### src/rtl/blk_xfer_pkg.sv
package blk_xfer_pkg;

  typedef enum logic [1:0] {
    XK_LOADM  = 2'd0,
    XK_STOREM = 2'd1,
    XK_POP    = 2'd2,
    XK_PUSH   = 2'd3
  } xfer_kind_e;

  typedef enum logic [2:0] {
    ST_IDLE  = 3'd0,
    ST_PICK  = 3'd1,
    ST_LATCH = 3'd2,
    ST_WAIT  = 3'd3,
    ST_WB    = 3'd4
  } xfer_state_e;

endpackage

### src/rtl/xfer_pick.sv
module xfer_pick #(
  parameter int W  = 8,
  localparam int IW = (W > 1) ? $clog2(W) : 1
) (
  input  logic [W-1:0]  mask,
  output logic [IW-1:0] lo_idx,
  output logic [IW-1:0] hi_idx,
  output logic          any
);

  logic [W-1:0] below;
  logic [W-1:0] above;
  logic [W-1:0] lo_hit;
  logic [W-1:0] hi_hit;

  genvar g;
  generate
    for (g = 0; g < W; g++) begin : g_chain
      if (g == 0) begin : g_lo_first
        assign below[g] = 1'b0;
      end else begin : g_lo_rest
        assign below[g] = below[g-1] | mask[g-1];
      end
      if (g == W - 1) begin : g_hi_first
        assign above[g] = 1'b0;
      end else begin : g_hi_rest
        assign above[g] = above[g+1] | mask[g+1];
      end
      assign lo_hit[g] = mask[g] & ~below[g];
      assign hi_hit[g] = mask[g] & ~above[g];
    end
  endgenerate

  always_comb begin
    lo_idx = '0;
    hi_idx = '0;
    for (int k = 0; k < W; k++) begin
      if (lo_hit[k]) lo_idx = lo_idx | IW'(k);
      if (hi_hit[k]) hi_idx = hi_idx | IW'(k);
    end
  end

  assign any = |mask;

endmodule

### src/rtl/xfer_addr_step.sv
module xfer_addr_step #(
  parameter int W    = 32,
  parameter int STEP = 4
) (
  input  logic [W-1:0] addr,
  input  logic         down,
  output logic [W-1:0] next
);

  localparam logic [W-1:0] STEP_V = W'(STEP);

  assign next = down ? (addr - STEP_V) : (addr + STEP_V);

endmodule

### src/rtl/blk_xfer_seq.sv
module blk_xfer_seq #(
  parameter int DATA_W = 32,
  parameter int LIST_W = 8,
  parameter int BASE_W = 3,
  parameter int IDX_W  = 4,
  parameter int STEP   = 4,
  parameter int SP_IDX = 13,
  parameter int LR_IDX = 14,
  parameter int PC_IDX = 15
) (
  input  logic              clk,
  input  logic              rst,
  input  logic              start,
  input  logic [1:0]        kind,
  input  logic [LIST_W-1:0] reg_list,
  input  logic [BASE_W-1:0] base_sel,
  input  logic              with_extra,
  input  logic [DATA_W-1:0] base_val,
  output logic              busy,
  output logic              done,
  output logic              rf_rd_en,
  output logic [IDX_W-1:0]  rf_rd_idx,
  input  logic [DATA_W-1:0] rf_rd_data,
  output logic              rf_wr_en,
  output logic [IDX_W-1:0]  rf_wr_idx,
  output logic [DATA_W-1:0] rf_wr_data,
  output logic              mem_req,
  output logic              mem_we,
  output logic [DATA_W-1:0] mem_addr,
  output logic [DATA_W-1:0] mem_wdata,
  input  logic              mem_ack,
  input  logic [DATA_W-1:0] mem_rdata
);
  import blk_xfer_pkg::*;

  localparam int PICK_W = (LIST_W > 1) ? $clog2(LIST_W) : 1;
  localparam logic [IDX_W-1:0] SP_I = IDX_W'(SP_IDX);
  localparam logic [IDX_W-1:0] LR_I = IDX_W'(LR_IDX);
  localparam logic [IDX_W-1:0] PC_I = IDX_W'(PC_IDX);

  xfer_state_e       st_q;
  xfer_kind_e        kind_q;
  logic [LIST_W-1:0] mask_q;
  logic              extra_q;
  logic [BASE_W-1:0] base_q;
  logic              base_hit_q;
  logic [DATA_W-1:0] addr_q;
  logic [IDX_W-1:0]  cur_idx_q;
  logic              cur_special_q;

  logic              busy_q, done_q;
  logic              rf_rd_en_q, rf_wr_en_q;
  logic [IDX_W-1:0]  rf_rd_idx_q, rf_wr_idx_q;
  logic [DATA_W-1:0] rf_wr_data_q;
  logic              mem_req_q, mem_we_q;
  logic [DATA_W-1:0] mem_addr_q, mem_wdata_q;

  // incoming-operation decode
  xfer_kind_e        kind_in;
  logic              ext_ok;
  logic              base_hit_in;
  logic              no_work;
  logic [DATA_W-1:0] push_init;
  logic [DATA_W-1:0] start_addr;

  assign kind_in     = xfer_kind_e'(kind);
  assign ext_ok      = with_extra && (kind_in == XK_POP || kind_in == XK_PUSH);
  assign base_hit_in = |(reg_list & (LIST_W'(1) << base_sel));
  assign no_work     = (reg_list == '0) && !ext_ok;

  xfer_addr_step #(.W(DATA_W), .STEP(STEP)) u_init (
    .addr(base_val), .down(1'b1), .next(push_init)
  );
  assign start_addr = (kind_in == XK_PUSH) ? push_init : base_val;

  // running-operation datapath
  logic              descend, is_store;
  logic [PICK_W-1:0] lo_idx, hi_idx, pick_idx;
  logic              any_left;
  logic              choose_special;
  logic [IDX_W-1:0]  item_idx;
  logic [LIST_W-1:0] pick_bit;
  logic              more;
  logic [DATA_W-1:0] addr_nx, addr_back;
  logic              wb_en;
  logic [IDX_W-1:0]  wb_idx;
  logic [DATA_W-1:0] wb_data;

  assign descend  = (kind_q == XK_PUSH);
  assign is_store = (kind_q == XK_STOREM) || (kind_q == XK_PUSH);

  xfer_pick #(.W(LIST_W)) u_pick (
    .mask(mask_q), .lo_idx(lo_idx), .hi_idx(hi_idx), .any(any_left)
  );

  assign pick_idx       = descend ? hi_idx : lo_idx;
  assign pick_bit       = LIST_W'(1) << pick_idx;
  assign choose_special = extra_q && (descend || !any_left);
  assign item_idx       = choose_special ? (descend ? LR_I : PC_I) : IDX_W'(pick_idx);
  assign more           = cur_special_q ? any_left
                                        : ((|(mask_q & ~pick_bit)) || extra_q);

  xfer_addr_step #(.W(DATA_W), .STEP(STEP)) u_step (
    .addr(addr_q), .down(descend), .next(addr_nx)
  );
  xfer_addr_step #(.W(DATA_W), .STEP(STEP)) u_back (
    .addr(addr_q), .down(1'b0), .next(addr_back)
  );

  assign wb_en   = !((kind_q == XK_LOADM) && base_hit_q);
  assign wb_idx  = (kind_q == XK_POP || kind_q == XK_PUSH) ? SP_I : IDX_W'(base_q);
  assign wb_data = descend ? addr_back : addr_q;

  always_ff @(posedge clk) begin
    if (rst) begin
      st_q          <= ST_IDLE;
      kind_q        <= XK_LOADM;
      mask_q        <= '0;
      extra_q       <= 1'b0;
      base_q        <= '0;
      base_hit_q    <= 1'b0;
      addr_q        <= '0;
      cur_idx_q     <= '0;
      cur_special_q <= 1'b0;
      busy_q        <= 1'b0;
      done_q        <= 1'b0;
      rf_rd_en_q    <= 1'b0;
      rf_rd_idx_q   <= '0;
      rf_wr_en_q    <= 1'b0;
      rf_wr_idx_q   <= '0;
      rf_wr_data_q  <= '0;
      mem_req_q     <= 1'b0;
      mem_we_q      <= 1'b0;
      mem_addr_q    <= '0;
      mem_wdata_q   <= '0;
    end else begin
      done_q     <= 1'b0;
      rf_wr_en_q <= 1'b0;
      case (st_q)
        ST_IDLE: begin
          if (start) begin
            kind_q     <= kind_in;
            mask_q     <= reg_list;
            extra_q    <= ext_ok;
            base_q     <= base_sel;
            base_hit_q <= base_hit_in;
            addr_q     <= start_addr;
            if (no_work) begin
              done_q <= 1'b1;
            end else begin
              busy_q <= 1'b1;
              st_q   <= ST_PICK;
            end
          end
        end
        ST_PICK: begin
          cur_idx_q     <= item_idx;
          cur_special_q <= choose_special;
          rf_rd_en_q    <= is_store;
          rf_rd_idx_q   <= item_idx;
          st_q          <= ST_LATCH;
        end
        ST_LATCH: begin
          rf_rd_en_q  <= 1'b0;
          mem_req_q   <= 1'b1;
          mem_we_q    <= is_store;
          mem_addr_q  <= addr_q;
          mem_wdata_q <= is_store ? rf_rd_data : '0;
          st_q        <= ST_WAIT;
        end
        ST_WAIT: begin
          if (mem_ack) begin
            mem_req_q <= 1'b0;
            addr_q    <= addr_nx;
            if (!is_store) begin
              rf_wr_en_q   <= 1'b1;
              rf_wr_idx_q  <= cur_idx_q;
              rf_wr_data_q <= cur_special_q ? {mem_rdata[DATA_W-1:1], 1'b0} : mem_rdata;
            end
            if (cur_special_q) extra_q <= 1'b0;
            else               mask_q  <= mask_q & ~pick_bit;
            st_q <= more ? ST_PICK : ST_WB;
          end
        end
        ST_WB: begin
          rf_wr_en_q   <= wb_en;
          rf_wr_idx_q  <= wb_idx;
          rf_wr_data_q <= wb_data;
          busy_q       <= 1'b0;
          done_q       <= 1'b1;
          st_q         <= ST_IDLE;
        end
        default: st_q <= ST_IDLE;
      endcase
    end
  end

  assign busy       = busy_q;
  assign done       = done_q;
  assign rf_rd_en   = rf_rd_en_q;
  assign rf_rd_idx  = rf_rd_idx_q;
  assign rf_wr_en   = rf_wr_en_q;
  assign rf_wr_idx  = rf_wr_idx_q;
  assign rf_wr_data = rf_wr_data_q;
  assign mem_req    = mem_req_q;
  assign mem_we     = mem_we_q;
  assign mem_addr   = mem_addr_q;
  assign mem_wdata  = mem_wdata_q;


  req_hold_chk: assert property (@(posedge clk) disable iff (rst)
    (mem_req && !mem_ack) |=> (mem_req && $stable(mem_addr) && $stable(mem_we) && $stable(mem_wdata)));


  req_in_busy_chk: assert property (@(posedge clk) disable iff (rst)
    mem_req |-> busy);


  wr_no_req_chk: assert property (@(posedge clk) disable iff (rst)
    rf_wr_en |-> !mem_req);


  done_pulse_chk: assert property (@(posedge clk) disable iff (rst)
    done |=> !done);


  done_idle_chk: assert property (@(posedge clk) disable iff (rst)
    done |-> !busy);


  pc_even_chk: assert property (@(posedge clk) disable iff (rst)
    (rf_wr_en && rf_wr_idx == PC_I) |-> !rf_wr_data[0]);

endmodule

### config.mk
export PLATFORM = sky130hd
export DESIGN_NAME = blk_xfer_seq
export DESIGN_NICKNAME = d
export VERILOG_FILES = /design/src/rtl/blk_xfer_pkg.sv /design/src/rtl/xfer_pick.sv /design/src/rtl/xfer_addr_step.sv /design/src/rtl/blk_xfer_seq.sv
export SDC_FILE = /design/constraint.sdc
export NUM_CORES = 1
export LEC_CHECK = 0
export ABC_CLOCK_PERIOD_IN_PS = 5200
export BUFFER_PORTS_ARGS = -buffer_cell sky130_fd_sc_hd__buf_2
export CELL_PAD_IN_SITES_DETAIL_PLACEMENT = 1
export CELL_PAD_IN_SITES_GLOBAL_PLACEMENT = 2
export CORE_MARGIN = 3
export CORE_UTILIZATION = 32
export DETAILED_ROUTE_END_ITERATION = 16
export PLACE_DENSITY_LB_ADDON = 0.1
export SYNTH_ARGS = -nofsm -noshare
export SYNTH_HDL_FRONTEND = slang
export SYNTH_SLANG_ARGS = --single-unit
### constraint.sdc
create_clock -name clk -period 5.2 [get_ports clk]
set_clock_uncertainty 0.2 [all_clocks]
set_input_delay 1.04 -clock clk [delete_from_list [all_inputs] [get_ports clk]]
set_output_delay 1.04 -clock clk [all_outputs]
set_load 0.02 [all_outputs]
### Yosys cells after proc, flatten, opt, wreduce, memory -nomap -nowiden

Index checks and enable logic that the tools add are counted.

| storage, ports and cells | value |
|---|---|
| register bits | 161 |
| bits in latches | 0 |
| bits in writable memories | 0 |
| memory bits (read-only) | 0 |
| input port bits | 114 |
| output and inout bits | 110 |
| word-level logic and storage cells | 168 |
| memories | 0 |

| cells by class | value |
|---|---|
| add/sub/neg operators | 3 |
| $mul | 0 |
| div/mod/pow operators | 0 |
| order comparisons | 0 |
| equality and inequality tests | 15 |
| shift operators | 2 |
| mux-type cells | 58 |
| bitwise logic cells | 40 |
| reduce and logical (&&, ||, !) cells | 31 |

Operators by type and width:

| kind | number |
|---|---|
| $mux W32 | 8 |
| $pmux W32 S2 | 2 |
| $sub A32 B3 Y32 const B | 2 |
| $mux W3 | 13 |
| $add A32 B3 Y32 const B | 1 |
| $mux W8 | 3 |
| $reduce_or A8 Y1 | 3 |
| $and A8 B8 Y8 | 2 |
| $mux W4 | 4 |
| $pmux W8 S2 | 1 |
| $shl A1 B3 Y8 const A | 2 |
| $mux W1 | 15 |
| $and A1 B1 Y1 | 13 |
| $not A1 Y1 | 13 |
| $ne A2 B2 Y1 const B | 6 |
| $pmux W1 S2 | 6 |
| $pmux W3 S4 | 1 |
| $reduce_and A3 Y1 | 4 |
| $or A1 B1 Y1 | 11 |
| $reduce_bool A2 Y1 | 5 |
| $eq A2 B2 Y1 const B | 4 |
| $logic_not A8 Y1 | 1 |
| $mux W2 | 4 |
| $not A8 Y8 | 1 |
| 12 further kinds | 24 |

### Depth between registers and ports, before layout

| logic depth | value |
|---|---|
| word-level depth | 24 |
| mapped depth | 10 |
| depth with buffers taken out | 9 |

### Modules after synthesis

A second synthesis with hierarchy kept.

| unflattened totals | value |
|---|---|
| cell total of the unflattened synthesis | 1647 |
| area, all modules | 11981.5 um^2 |

By module, submodules not included:

| module | times used | cells an instance | area an instance (um^2) | seq. area each (um^2) |
|---|---|---|---|---|
| blk_xfer_seq | 1 | 1002 | 7297.0 | 3203.1 |
| xfer_addr_step (u_back ...) | 2 | 198 | 1446.4 | 0.0 |
| xfer_addr_step (u_step) | 1 | 229 | 1664.1 | 0.0 |
| xfer_pick | 1 | 20 | 127.6 | 0.0 |

### Worst setup path after synthesis

OpenSTA, ideal clock, no wires.

| timing path | value |
|---|---|
| path kind | input to register |
| start point | input port base_val[18] |
| end point | register addr_q[28] |
| library setup time | 0.070 ns |
| arrival | 2.878 ns |
| required time | 4.930 ns |
| setup slack | 2.052 ns |
| stages | 7 |
| path buffers | 0 |
| path through | nor4_1 > or4b_1 > or3_1 > nor4_1 > xnor2_1 > a21o_1 > a21oi_1 |

| on the way | value |
|---|---|
| word-level cells in the longest chain between the ends | 4 |

RTL lines:

| item | line | source |
|---|---|---|
| start: declaration | blk_xfer_seq.sv:18 | `input logic [DATA_W-1:0] base_val,` |
| $sub A32 B3 Y32 | xfer_addr_step.sv:12 | `assign next = down ? (addr - STEP_V) : (addr + STEP_V);` |
| $mux W32 | blk_xfer_seq.sv:74 | `assign start_addr = (kind_in == XK_PUSH) ? push_init : base_val;` |
| $mux W32 | blk_xfer_seq.sv:141 | `if (start) begin` |
| $pmux W32 S2 | blk_xfer_seq.sv:139 | `case (st_q)` |
| end signal: assignment | blk_xfer_seq.sv:147 | `addr_q <= start_addr;` |
| end signal: assignment | blk_xfer_seq.sv:174 | `addr_q <= addr_nx;` |
| end: declaration | blk_xfer_seq.sv:47 | `logic [DATA_W-1:0] addr_q;` |

No other way between the ends. The select of a mux whose other input is x is not followed.
A chain may end at the register's enable or synchronous reset.

### Final worst setup path

| timing path | value |
|---|---|
| start point | register kind_q[0] |
| end point | register addr_q[30] |

| on the way | value |
|---|---|
| word-level cells in the longest chain between the ends | 4 |

RTL lines:

| item | line | source |
|---|---|---|
| start: declaration | blk_xfer_seq.sv:42 | `xfer_kind_e kind_q;` |
| start signal: assignment | blk_xfer_seq.sv:142 | `kind_q <= kind_in;` |
| $eq A2 B2 Y1 | blk_xfer_seq.sv:89 | `assign descend = (kind_q == XK_PUSH);` |
| $mux W32 | xfer_addr_step.sv:12 |  |
| $mux W32 | blk_xfer_seq.sv:172 | `if (mem_ack) begin` |
| $pmux W32 S2 | blk_xfer_seq.sv:139 |  |

No other way between the ends. The select of a mux whose other input is x is not followed.

==> impl_summary.log <==
[metrics] outcome: complete, no violations
[metrics] GP Congestion: 0.895
[metrics] fin crit period: 3.57 ns
[metrics] Buffers on Ports: 223
[metrics] number of clock buffers inserted by TritonCTS: 17
[metrics] setup repair after global routing missed its margin: false
[metrics] cell type with the largest total area after synthesis: dfxtp_1
[metrics] DR DRC count: 0
[metrics] worst hold path class: register to register
[metrics] final-report hold violation count: 0
[metrics] terminus of the critical flop-to-flop path: addr_q[30]
[metrics] Area Overhead vs Synth: 21.3%
[metrics] largest vdd supply drop: 150 uV
[metrics] category of the worst setup path capture point: register
[metrics] first drt pass iteration count: 5
[metrics] number of warnings issued by yosys: 0
[metrics] core box area: 26500 um2
[metrics] count of hold buffers inserted by post-cts repair: 0
[metrics] worst setup slack for register-to-register paths: 1.63 ns
[metrics] Setup crit start kind: register
[metrics] sum of overflow across all layers after global routing: 0
[metrics] TritonCTS clock tree: done
[metrics] total via count in the routed design: 9498
[metrics] Async SR Flop Fraction: 0
[metrics] global-route wire length before repair: 54300 um
[metrics] share of layout cells above drive strength 1: 0.212
[metrics] class of the most critical setup path: register to register
[metrics] Worst R2R Path Depth: 8
[metrics] starting density of the core: 0.331
[metrics] end-of-flow core utilization: 0.401
[metrics] vias in the first global route: 8992
[metrics] worst rel slew slack: 0.201
[metrics] worst-case hold path end point: mem_addr[29]
[metrics] Final Setup Violations: 0
[metrics] total number of placement rows: 59
[metrics] detailed router's first-iteration violation count: 640
[metrics] actual slew at the worst max-slew pin: 1.19 ns
[metrics] achievable clock frequency: 280 MHz
[metrics] netlist area before placement: 8770 um2
[metrics] hold slack: 0.252 ns
[metrics] cell with the most instances after synthesis: nand2_1
[metrics] arrival time of data at the critical path endpoint: 3.72 ns
[metrics] worst-path maximum fanout: 41
[metrics] main area contributors after synthesis: dfxtp_1, nand2_1, a21oi_1
[metrics] total number of H-tree levels: 4
[metrics] count of max-cap constraint violations: 0
[metrics] required time of the worst setup path: 5.35 ns
[metrics] gate count of the mapped netlist: 1212
[metrics] DR vias/cell: 5.55
[metrics] startpoint of the worst register-to-register path: kind_q[0]
[metrics] Total GRT Usage: 0.235
[metrics] number of antenna violations at the first check in global routing: 2
[metrics] Power Dens Cells: 306 nW/um2
[metrics] buffer levels on the longest clock path: 2
[metrics] synthesized flop and latch total: 160
[metrics] share of synthesized area occupied by flip-flops and latches: 0.365
[metrics] number of enable-type register cells in the synthesized netlist: 0
[metrics] DIE HEIGHT: 172 um
[metrics] most numerous cell types in the synthesized netlist: nand2_1, dfxtp_1, a21oi_1
[metrics] wire length after detailed routing: 35800 um
[metrics] Max Slew Vio Count: 0
[metrics] I/O pins: 224
[metrics] leak pwr: 4.18 nW
[metrics] overall power consumption: 3.25 mW
[metrics] Unique masters post-synth: 64
[metrics] main flop type after synthesis: dfxtp_1
[metrics] TNS Setup: 0 ns
[metrics] clock net sink count: 160
[metrics] portion of the clock cycle consumed by the worst path in the final layout: 0.687
[metrics] CTS Root Buffer Type: clkbuf_16
[metrics] worst hold start: mem_addr[29]
[metrics] count of instances resized after the clock tree is built: 0
[metrics] Hold Path Depth: 2
[metrics] share of Yosys cell area claimed by the top area cell type: 0.365
[metrics] Mapped Nets: 1329
[metrics] HPWL Detailed: 26300 um
[metrics] final layout net count: 1480
[metrics] post-CTS setup buffers: 0
[metrics] x dimension of the die: 172 um
[metrics] maximum number of pins on one net before global-route repair: 71
[metrics] post-synthesis average cell area: 7.23 um2
[metrics] clock insertion delay at the later pin of the skew report: 0.44 ns
[metrics] detailed-route wire length per cell: 20.9 um
[metrics] final antenna-violating net count: 0
[metrics] clock slew at the register clock pins of the worst setup and hold paths: 0.07 ns
[metrics] overall die area: 29400 um2
[metrics] layout filler cell count: 3333
## through the flow
step / setup slack, ns / cell area [um2] / cells
finish: 1.63 / 10600 / 1712
global route: 1.39 / 10600 / 1712
CTS: 1.65 / 10600 / 1711
detailed placement: 1.49 / 10100 / 1679
global placement: 1.55 / 10100 / 1679
floorplan: 2.05 / 8770 / 1212
## area by class of cell
| cell class | instances | area (um2) | share of cell area |
|---|---|---|---|
| multi-input cells | 933 | 5130 | 0.483 |
| flip-flops and latches | 160 | 3200 | 0.301 |
| clock buffers | 17 | 425 | 0.0400 |
| well taps | 335 | 419 | 0.0394 |
| repair buffers | 239 | 1250 | 0.118 |
| clock inverters | 15 | 158 | 0.0148 |
| inverters | 12 | 45.0 | 0.00423 |
| diodes | 1 | 2.50 | 0.000235 |
## cells by family (layout without fill, tap and decap cells)
| family | count (synthesis) | count (layout) | share of synthesized area |
|---|---|---|---|
| xor gates and xnor gates | 58 | 58 | 0.0579 |
| DFF | 160 | 160 | 0.365 |
| buffers and inverters | 119 | 283 | 0.0517 |
| adders and majority gates | 3 | 3 | 0.00428 |
| other | 0 | 1 | 0 |
| and+or+nand+nor | 583 | 583 | 0.308 |
| AOI/OAI and AO/OA | 283 | 283 | 0.203 |
| muxes | 6 | 6 | 0.00985 |
## per-layer routing
layer | global-route usage | share of wire | vias up
met5 | 0 | 0.00036 | -
met4 | 0.0458 | 0.010 | 2
met3 | 0.0398 | 0.058 | 26
met2 | 0.347 | 0.42 | 282
met1 | 0.359 | 0.51 | 4592
li1 | - | - | 4596
## cells in the final DEF (no fill, tap or decap), drive strengths merged, types with 3 or more instances in the layout
master	instances
o22ai	4
a22oi	14
a21oi	118
and2	9
o211ai	5
xor2	23
clkbuf	17
nor3	40
nand2	253
a31oi	12
ha	3
inv	22
or3	15
o21ai	46
xnor2	35
nor2	110
nand4	16
dfxtp	160
or4	12
o32ai	3
nand3	59
a21o	3
nor3b	5
and3	11
a311oi	36
nand3b	4
nand2b	4
nor2b	4
mux2i	3
clkinv	5
nor4b	3
or2	8
a211oi	10
nor4	22
a22o	8
buf	239
## critical path: stages, from the launching register on
cell and delay (ns):
dfxtp_1 0.33, buf_4 0.40, nand2_1 0.54, or4_1 0.78, or2_2 0.37, nor3_2 0.16, a21oi_1 0.06, or4_1 0.42
a31oi_1 0.19
## how the worst max path moves through the flow
stage	end	slack, ns	from	depth (start not counted)
final	addr_q[30]	1.63	kind_q[0]	8
after detailed placement	addr_q[28]	1.49	base_val[4]	8
after floorplan	addr_q[28]	2.05	base_val[18]	7
after global routing	rf_wr_data[17]	1.39	kind_q[0]	8
after global placement	addr_q[28]	1.55	base_val[4]	8
after CTS	addr_q[30]	1.65	kind_q[0]	8
## power by group
part,internal (mW),switching (mW)
sequential,1.28,0.109
combinational,0.207,0.376
clock,0.646,0.633
## state kept, by name, indices dropped and copies added (netlist names), 2 cells and up
| register | flops |
|---|---|
| addr_q | 32 |
| base_q | 3 |
| mem_addr | 32 |
| mask_q | 8 |
| kind_q | 2 |
| st_q | 3 |
| rf_wr_data | 32 |
| mem_wdata | 32 |
| rf_rd_idx | 3 |
| rf_wr_idx | 4 |
(Power assumes the default switching activity.)
